===== src/rtl/pip_pkg.sv =====
// Shared types for the picture-in-picture overlay.
// Assumes: nothing beyond the SystemVerilog package rules.
package pip_pkg;

    // Source chosen for one pixel
    typedef enum logic [2:0] {
        ZN_MAIN  = 3'd0,
        ZN_EDGE  = 3'd1,
        ZN_FILL  = 3'd2,
        ZN_BLANK = 3'd3,
        ZN_PIC   = 3'd4
    } zone_t;

endpackage


===== src/rtl/pip_sync_cnt.sv =====
// Pixel and line counters driven by the main sync pulses.
// Assumes: hd_i and vd_i are synchronous to clk and high for at least one clock.
module pip_sync_cnt #(
    parameter int HCNT_W = 11,
    parameter int VCNT_W = 10
) (
    input  logic              clk,
    input  logic              rst_n,
    input  logic              hd_i,
    input  logic              vd_i,
    output logic [HCNT_W-1:0] h_cnt,
    output logic [VCNT_W-1:0] v_cnt,
    output logic              vd_rise
);
    logic hd_q, vd_q, hd_rise;

    assign hd_rise = hd_i & ~hd_q;
    assign vd_rise = vd_i & ~vd_q;

    // Remember the previous sync levels for edge detection
    always_ff @(posedge clk) begin
        if (!rst_n) begin
            hd_q <= 1'b0;
            vd_q <= 1'b0;
        end else begin
            hd_q <= hd_i;
            vd_q <= vd_i;
        end
    end

    // Pixel counter: restart on HD edge, saturate at the top
    always_ff @(posedge clk) begin
        if (!rst_n)                h_cnt <= '0;
        else if (hd_rise)          h_cnt <= '0;
        else if (h_cnt != '1)      h_cnt <= h_cnt + 1'b1;
    end

    // Line counter: restart on VD edge, step on each HD edge
    always_ff @(posedge clk) begin
        if (!rst_n)                       v_cnt <= '0;
        else if (vd_rise)                 v_cnt <= '0;
        else if (hd_rise && v_cnt != '1)  v_cnt <= v_cnt + 1'b1;
    end

endmodule


===== src/rtl/pip_window.sv =====
// Classifies each pixel against the inset window and issues line buffer reads.
// Assumes: configuration is steady within a field; mute and live are
// sampled only at field start. Outputs are registered (one clock).
module pip_window
    import pip_pkg::*;
#(
    parameter int HCNT_W       = 11,
    parameter int VCNT_W       = 10,
    parameter int POS_W        = 8,
    parameter int HPOS_SHIFT   = 2,
    parameter int W_LARGE      = 229,
    parameter int W_SMALL      = 172,
    parameter int H_LARGE      = 69,
    parameter int H_SMALL      = 52,
    parameter int BORDER       = 2,
    parameter int YADDR_W      = 8,
    parameter int CHROMA_SHIFT = 2,
    parameter int LINE_W       = 7
) (
    input  logic                      clk,
    input  logic                      rst_n,
    input  logic [HCNT_W-1:0]         h_cnt,
    input  logic [VCNT_W-1:0]         v_cnt,
    input  logic                      vd_rise,
    input  logic                      disp_en,
    input  logic                      size_h,
    input  logic                      size_v,
    input  logic [POS_W-1:0]          h_pos,
    input  logic [POS_W-1:0]          v_pos,
    input  logic                      frame_en,
    input  logic                      bg_en,
    input  logic                      live_i,
    input  logic                      mute_i,
    output zone_t                     zone_q,
    output logic [YADDR_W-1:0]        sub_yaddr,
    output logic [YADDR_W-CHROMA_SHIFT-1:0] sub_caddr,
    output logic [LINE_W-1:0]         sub_line,
    output logic                      sub_cap_en
);
    localparam int XW = HCNT_W + 2;
    localparam int YW = VCNT_W + 2;

    logic [XW-1:0] px, x0, wdt, bx;
    logic [YW-1:0] py, y0, hgt, by;
    logic          core_x, core_y, ext_x, ext_y;
    logic          mute_act, live_act;
    zone_t         zone_d;

    // Window edges and pixel classification
    always_comb begin
        px  = XW'(h_cnt);
        py  = YW'(v_cnt);
        x0  = XW'(h_pos) << HPOS_SHIFT;
        y0  = YW'(v_pos);
        wdt = size_h ? XW'(W_SMALL) : XW'(W_LARGE);
        hgt = size_v ? YW'(H_SMALL) : YW'(H_LARGE);
        bx  = frame_en ? XW'(BORDER) : '0;
        by  = frame_en ? YW'(BORDER) : '0;
        core_x = (px >= x0) && (px < x0 + wdt);
        core_y = (py >= y0) && (py < y0 + hgt);
        ext_x  = (px + bx >= x0) && (px < x0 + wdt + bx);
        ext_y  = (py + by >= y0) && (py < y0 + hgt + by);
        if (!disp_en || !(ext_x && ext_y)) zone_d = ZN_MAIN;
        else if (!(core_x && core_y))      zone_d = ZN_EDGE;
        else if (bg_en)                    zone_d = ZN_FILL;
        else if (mute_act)                 zone_d = ZN_BLANK;
        else                               zone_d = ZN_PIC;
    end

    // Register the zone and the line buffer address
    always_ff @(posedge clk) begin
        if (!rst_n) begin
            zone_q    <= ZN_MAIN;
            sub_yaddr <= '0;
            sub_line  <= '0;
        end else begin
            zone_q    <= zone_d;
            sub_yaddr <= YADDR_W'(px - x0);
            sub_line  <= LINE_W'(py - y0);
        end
    end

    // Sample mute and freeze requests at field start only
    always_ff @(posedge clk) begin
        if (!rst_n) begin
            mute_act <= 1'b0;
            live_act <= 1'b1;
        end else if (vd_rise) begin
            mute_act <= mute_i;
            live_act <= live_i;
        end
    end

    assign sub_caddr  = sub_yaddr[YADDR_W-1:CHROMA_SHIFT];
    assign sub_cap_en = live_act;

endmodule


===== src/rtl/pip_mixer.sv =====
// Selects the output codes per zone and delays the switch.
// Assumes: line buffer data arrive one clock after the address, aligned with
// the zone held one stage after pip_window.
module pip_mixer
    import pip_pkg::*;
#(
    parameter int DATA_W  = 7,
    parameter int FILL_YW = 4,
    parameter int FILL_CW = 3,
    parameter int DLY_W   = 4
) (
    input  logic               clk,
    input  logic               rst_n,
    input  zone_t              zone_in,
    input  logic [DATA_W-1:0]  sub_y,
    input  logic [DATA_W-1:0]  sub_u,
    input  logic [DATA_W-1:0]  sub_v,
    input  logic [FILL_YW-1:0] frm_y,
    input  logic [FILL_CW-1:0] frm_u,
    input  logic [FILL_CW-1:0] frm_v,
    input  logic [FILL_YW-1:0] bg_y,
    input  logic [FILL_CW-1:0] bg_u,
    input  logic [FILL_CW-1:0] bg_v,
    input  logic [DLY_W-1:0]   sw_dly,
    output logic               sw_now,
    output logic               pip_sw,
    output logic [DATA_W-1:0]  pip_y,
    output logic [DATA_W-1:0]  pip_u,
    output logic [DATA_W-1:0]  pip_v
);
    localparam int DLY_N = (1 << DLY_W) - 1;
    localparam logic [DATA_W-1:0] NEUTRAL = DATA_W'(1) << (DATA_W - 1);

    zone_t             z2;
    logic [DLY_N-1:0]  sw_pipe;

    // Align the zone with the returning buffer data
    always_ff @(posedge clk) begin
        if (!rst_n) z2 <= ZN_MAIN;
        else        z2 <= zone_in;
    end

    // Pick the codes for the current pixel
    always_ff @(posedge clk) begin
        if (!rst_n) begin
            pip_y  <= '0;
            pip_u  <= '0;
            pip_v  <= '0;
            sw_now <= 1'b0;
        end else begin
            sw_now <= (z2 != ZN_MAIN);
            unique case (z2)
                ZN_EDGE: begin
                    pip_y <= DATA_W'(frm_y) << (DATA_W - FILL_YW);
                    pip_u <= DATA_W'(frm_u) << (DATA_W - FILL_CW);
                    pip_v <= DATA_W'(frm_v) << (DATA_W - FILL_CW);
                end
                ZN_FILL: begin
                    pip_y <= DATA_W'(bg_y) << (DATA_W - FILL_YW);
                    pip_u <= DATA_W'(bg_u) << (DATA_W - FILL_CW);
                    pip_v <= DATA_W'(bg_v) << (DATA_W - FILL_CW);
                end
                ZN_BLANK: begin
                    pip_y <= '0;
                    pip_u <= NEUTRAL;
                    pip_v <= NEUTRAL;
                end
                ZN_PIC: begin
                    pip_y <= sub_y;
                    pip_u <= sub_u;
                    pip_v <= sub_v;
                end
                default: begin
                    pip_y <= '0;
                    pip_u <= '0;
                    pip_v <= '0;
                end
            endcase
        end
    end

    // Switch delay line, one flop per clock of lag
    for (genvar i = 0; i < DLY_N; i++) begin : g_dly
        always_ff @(posedge clk) begin
            if (!rst_n)      sw_pipe[i] <= 1'b0;
            else if (i == 0) sw_pipe[i] <= sw_now;
            else             sw_pipe[i] <= sw_pipe[(i == 0) ? 0 : i - 1];
        end
    end

    assign pip_sw = (sw_dly == '0) ? sw_now : sw_pipe[sw_dly - 1'b1];

endmodule


===== src/rtl/pip_overlay.sv =====
// Top of the picture-in-picture overlay generator.
// Assumes: one clock per output pixel; the line buffer has one clock read latency.
module pip_overlay
    import pip_pkg::*;
#(
    parameter int DATA_W       = 7,
    parameter int HCNT_W       = 11,
    parameter int VCNT_W       = 10,
    parameter int POS_W        = 8,
    parameter int HPOS_SHIFT   = 2,
    parameter int W_LARGE      = 229,
    parameter int W_SMALL      = 172,
    parameter int H_LARGE      = 69,
    parameter int H_SMALL      = 52,
    parameter int BORDER       = 2,
    parameter int CHROMA_SHIFT = 2,
    parameter int FILL_YW      = 4,
    parameter int FILL_CW      = 3,
    parameter int DLY_W        = 4,
    localparam int YADDR_W     = $clog2(W_LARGE),
    localparam int CADDR_W     = YADDR_W - CHROMA_SHIFT,
    localparam int LINE_W      = $clog2(H_LARGE)
) (
    input  logic               clk,
    input  logic               rst_n,
    input  logic               hd_i,
    input  logic               vd_i,
    input  logic               disp_en,
    input  logic               size_h,
    input  logic               size_v,
    input  logic [POS_W-1:0]   h_pos,
    input  logic [POS_W-1:0]   v_pos,
    input  logic               frame_en,
    input  logic [FILL_YW-1:0] frm_y,
    input  logic [FILL_CW-1:0] frm_u,
    input  logic [FILL_CW-1:0] frm_v,
    input  logic               bg_en,
    input  logic [FILL_YW-1:0] bg_y,
    input  logic [FILL_CW-1:0] bg_u,
    input  logic [FILL_CW-1:0] bg_v,
    input  logic               live_i,
    input  logic               mute_i,
    input  logic [DLY_W-1:0]   sw_dly,
    output logic [YADDR_W-1:0] sub_yaddr,
    output logic [CADDR_W-1:0] sub_caddr,
    output logic [LINE_W-1:0]  sub_line,
    input  logic [DATA_W-1:0]  sub_y,
    input  logic [DATA_W-1:0]  sub_u,
    input  logic [DATA_W-1:0]  sub_v,
    output logic               sub_cap_en,
    output logic               pip_sw,
    output logic [DATA_W-1:0]  pip_y,
    output logic [DATA_W-1:0]  pip_u,
    output logic [DATA_W-1:0]  pip_v
);
    logic [HCNT_W-1:0] h_cnt;
    logic [VCNT_W-1:0] v_cnt;
    logic              vd_rise;
    logic              sw_now;
    zone_t             zone_q;

    pip_sync_cnt #(.HCNT_W(HCNT_W), .VCNT_W(VCNT_W)) u_cnt (
        .clk(clk), .rst_n(rst_n), .hd_i(hd_i), .vd_i(vd_i),
        .h_cnt(h_cnt), .v_cnt(v_cnt), .vd_rise(vd_rise)
    );

    pip_window #(
        .HCNT_W(HCNT_W), .VCNT_W(VCNT_W), .POS_W(POS_W), .HPOS_SHIFT(HPOS_SHIFT),
        .W_LARGE(W_LARGE), .W_SMALL(W_SMALL), .H_LARGE(H_LARGE), .H_SMALL(H_SMALL),
        .BORDER(BORDER), .YADDR_W(YADDR_W), .CHROMA_SHIFT(CHROMA_SHIFT), .LINE_W(LINE_W)
    ) u_win (
        .clk(clk), .rst_n(rst_n), .h_cnt(h_cnt), .v_cnt(v_cnt), .vd_rise(vd_rise),
        .disp_en(disp_en), .size_h(size_h), .size_v(size_v),
        .h_pos(h_pos), .v_pos(v_pos), .frame_en(frame_en), .bg_en(bg_en),
        .live_i(live_i), .mute_i(mute_i), .zone_q(zone_q),
        .sub_yaddr(sub_yaddr), .sub_caddr(sub_caddr), .sub_line(sub_line),
        .sub_cap_en(sub_cap_en)
    );

    pip_mixer #(
        .DATA_W(DATA_W), .FILL_YW(FILL_YW), .FILL_CW(FILL_CW), .DLY_W(DLY_W)
    ) u_mix (
        .clk(clk), .rst_n(rst_n), .zone_in(zone_q),
        .sub_y(sub_y), .sub_u(sub_u), .sub_v(sub_v),
        .frm_y(frm_y), .frm_u(frm_u), .frm_v(frm_v),
        .bg_y(bg_y), .bg_u(bg_u), .bg_v(bg_v),
        .sw_dly(sw_dly), .sw_now(sw_now), .pip_sw(pip_sw),
        .pip_y(pip_y), .pip_u(pip_u), .pip_v(pip_v)
    );

endmodule


===== config.mk =====
export PLATFORM = sky130hd
export DESIGN_NAME = pip_overlay
export DESIGN_NICKNAME = d
export VERILOG_FILES = /design/src/rtl/pip_pkg.sv /design/src/rtl/pip_sync_cnt.sv /design/src/rtl/pip_window.sv /design/src/rtl/pip_mixer.sv /design/src/rtl/pip_overlay.sv
export SDC_FILE = /design/constraint.sdc
export NUM_CORES = 1
export LEC_CHECK = 0
export BUFFER_PORTS_ARGS = -buffer_cell sky130_fd_sc_hd__buf_2
export CAP_MARGIN = 10
export CORE_MARGIN = 3
export CORE_UTILIZATION = 40
export DETAILED_ROUTE_END_ITERATION = 8
export REMOVE_ABC_BUFFERS = 1
export SETUP_SLACK_MARGIN = 0.15
export SLEW_MARGIN = 40
export SYNTH_ARGS = -nofsm -noshare
export SYNTH_HDL_FRONTEND = slang
export SYNTH_SLANG_ARGS = --single-unit

===== constraint.sdc =====
create_clock -name clk -period 3.19 [get_ports clk]
set_input_delay 0.319 -clock clk [delete_from_list [all_inputs] [get_ports clk]]
set_output_delay 0.319 -clock clk [all_outputs]
set_load 0.005 [all_outputs]

==> flow_summary_export.csv <==
group,metric,value,unit
critical_path,end_kind,"flop",
floorplanning,die_area,0.01498,mm2
placement,dp_hpwl,10830,um
timing,timing.final.ws_setup,0.3343,ns
pwr,ir_drop,280.9,uV
detailed_routing,vias_per_cell,5.114,
clocking,cts_tree,"done",
final_layout,final_common_cell,"buf_2",
critical_path,critPathLaunchType,"primary input",
clocking,cts_buffers,9,
floorplanning,die_y,122.4,um
final_layout,antenna_cells,0,
synth,ys_types,60,
synth,yosys_most_used_dff,"dfxtp_1",
clocking,path_clk_slew,0.06,ns
timing,rsz0062_at_grt,"no",
critical_path,critPathKind,"primary input to flop",
hold_path,hold_path.class,"primary input to flop",
placement,io_buffers,115,
placement,gp_congestion,0.8730,
pwr,p_per_area,383.6,mW/mm2
final_layout,nNetsFinal,871,
critical_path,crit_fanout,3,
floorplanning,design.core.area,0.01293,mm2
grt,overflow,0,
timing,hold_violations,0,
clocking,cts.path.max_buffers,2,
timing,tightest_slew,0.6982,ns
critical_path,rr_worst_depth,12,
pwr,leakagePower,0.003099,uW
floorplanning,std_cell_rows,41,
detailed_routing,drt-pass1-iter-count,4,
timing,whs,0.1712,ns
synth,syn-instance-count,612,
synth,synthArstFlopShare,0,%
timing,skew,0.007538,ns
detailed_routing,drcViolationCount,0,
clocking,cts_root_buf,"clkbuf_16",
detailed_routing,vias,4592,
grt,antenna_found_initial,1,
placement,post-place-ws,-0.1930,ns
critical_path,arrival,3.11,ns
status,status,"completed",
timing,period_needed,2.856,ns
synth,synth_edf_count,0,
clocking,clk_latency,0.34,ns
final_layout,area_delta_synth_final,20.06,%
floorplanning,start_util,41.92,%
clocking,cts.sinks,83,
final_layout,drive_gt1_share,22.73,%
timing,slew_viol_final,0,
flow_run,maxCapViolCount,0,
synth,avgSynthCellArea,8.854,um2
timing,max_slew_margin,52.86,%
detailed_routing,wirelength,13220,um
synth,ys_warn_count,0,
final_layout,final_cell_mix,"115 x buf_2, 83 x dfxtp_1, 73 x ha_1",
synth,synth_seq_cells,83,
clocking,ctsHtreeMaxLevel,3,
grt,grt_pass1_wl,21340,um
grt,grt_max_degree,33,
detailed_routing,postRouteAntennaNets,0,
timing,setup_viol,0,
synth,post_synth_instance_area,0.005419,mm2
pwr,power,2496,uW
clocking,holdBufCountCts,0,
detailed_routing,drt_iter0_markers,160,
timing,fmax,350.2,MHz
detailed_routing,wl_per_cell,14.73,um
hold_path,whs_path_depth,2,
floorplanning,pin_count,116,
synth,ys_seq_area_share,30.66,%
clocking,postCtsSetupBuffers,0,
floorplanning,die_x,122.4,um
grt,grt_use_total,17.80,%
timing,post-route-period-util,89.52,%
grt,grt_pass1_vias,4500,
critical_path,required,3.45,ns
[sequential cells by signal, summed over array words and instances, names as in the netlist]
signal	count
u_mix.pip_u	7
u_mix.pip_v	7
u_cnt.v_cnt	10
u_win.mute_act	1
u_mix.z2	3
u_win.sub_yaddr	8
u_cnt.vd_q	1
u_mix.sw_now	1
u_mix.pip_y	7
u_cnt.h_cnt	11
u_cnt.hd_q	1
u_win.sub_line	7
u_mix.sw_pipe	15
u_win.zone_q	3
u_win.sub_cap_en	1
[per-stage QoR]
| stage | instance area (um2) | instances | util [%] | TNS (ns) |
|---|---|---|---|---|
| final | 6506 | 898 | 50.33 | 0 |
| after global routing | 6506 | 898 | 50.33 | 0 |
| after CTS | 6462 | 898 | 49.99 | 0 |
| after detailed placement | 6153 | 882 | 47.60 | -0.4525 |
| after global placement | 6153 | 882 | 47.60 | -0.03699 |
| after floorplan | 5295 | 586 | - | 0 |
[critical path, cell delays in order]
cell and delay (ns):
buf_2 0.10, inv_1 0.07, ha_1 0.23, ha_2 0.34, ha_1 0.18, nand3_2 0.09, or3_4 0.35, o31a_1 0.25
ha_1 0.31, a21oi_1 0.16, o21ai_0 0.13, a32oi_2 0.18, o211ai_2 0.14, nor4b_2 0.24
[per-layer routing]
layer | share of wire, % | global-route usage [%] | routed length (um)
met3 | 6.6 | 4.009 | 875
met2 | 45 | 29.78 | 5925
met4 | 1.2 | 4.759 | 153
met1 | 47 | 23.18 | 6259
met5 | 0.083 | 0 | 11
[where the power goes]
group / switching [uW] / internal, uW / total (uW)
logic: 209 / 187 / 397
registers: 11.6 / 1060 / 1070
clock network: 418 / 614 / 1030
[logic make-up after synthesis]
family                   share of synthesized area (%)
flip-flops                                       30.66
AND/OR/NAND/NOR                                  20.78
XOR/XNOR                                         8.058
AO/OA/AOI/OAI                                    14.36
buffers and inverters                            4.710
multiplexers                                     2.932
other                                          0.06920
adder cells (fa/ha/maj)                          18.43
[synthesized netlist by cell type, types with 5 or more instances]
cell,count,area [um2]
and3_1,16,100.1
nand4_1,9,56.30
nor3b_1,5,37.54
o21ai_0,28,140.1
mux2i_1,8,80.08
nand2b_1,7,43.79
a211oi_1,5,37.54
a21o_1,5,37.54
xnor2_1,35,306.5
nor2_1,51,191.4
xor2_1,13,113.9
nand3_1,19,95.09
and2_1,33,206.5
dfxtp_1,83,1662
buf_4,6,45.04
nand2_1,32,120.1
nor3_1,7,35.03
a22oi_1,8,60.06
inv_1,35,131.4
ha_1,75,938.4
nor2b_1,16,100.1
clkbuf_1,17,63.81
a21oi_1,37,185.2
[final timing paths]
path | slack (ns) | endpoint | start
worst min register to register | 0.45 | u_mix.z2[1] | u_win.zone_q[1]
worst max register to register | 0.52 | u_win.zone_q[2] | u_cnt.h_cnt[1]
worst max-delay path | 0.33 | u_win.zone_q[2] | size_v
worst min-delay path | 0.17 | u_win.zone_q[2] | bg_en
[area by class of cell]
cell class	instances	area [um2]
Fill cell	1287	6421
Multi-Input combinational cell	468	3553
Sequential cell	83	1662
Timing Repair Buffer	124	643.1
Clock buffer	10	229.0
Tap cell	172	215.2
Inverter	35	131.4
Clock inverter	6	72.57
[what timing repair did]
item | in CTS | in global routing
setup endpoints to repair | 1 | 3
pin swaps | 0 | 2
resized for setup | 1 | 9
No activity file was read; power rests on OpenSTA's default activity.
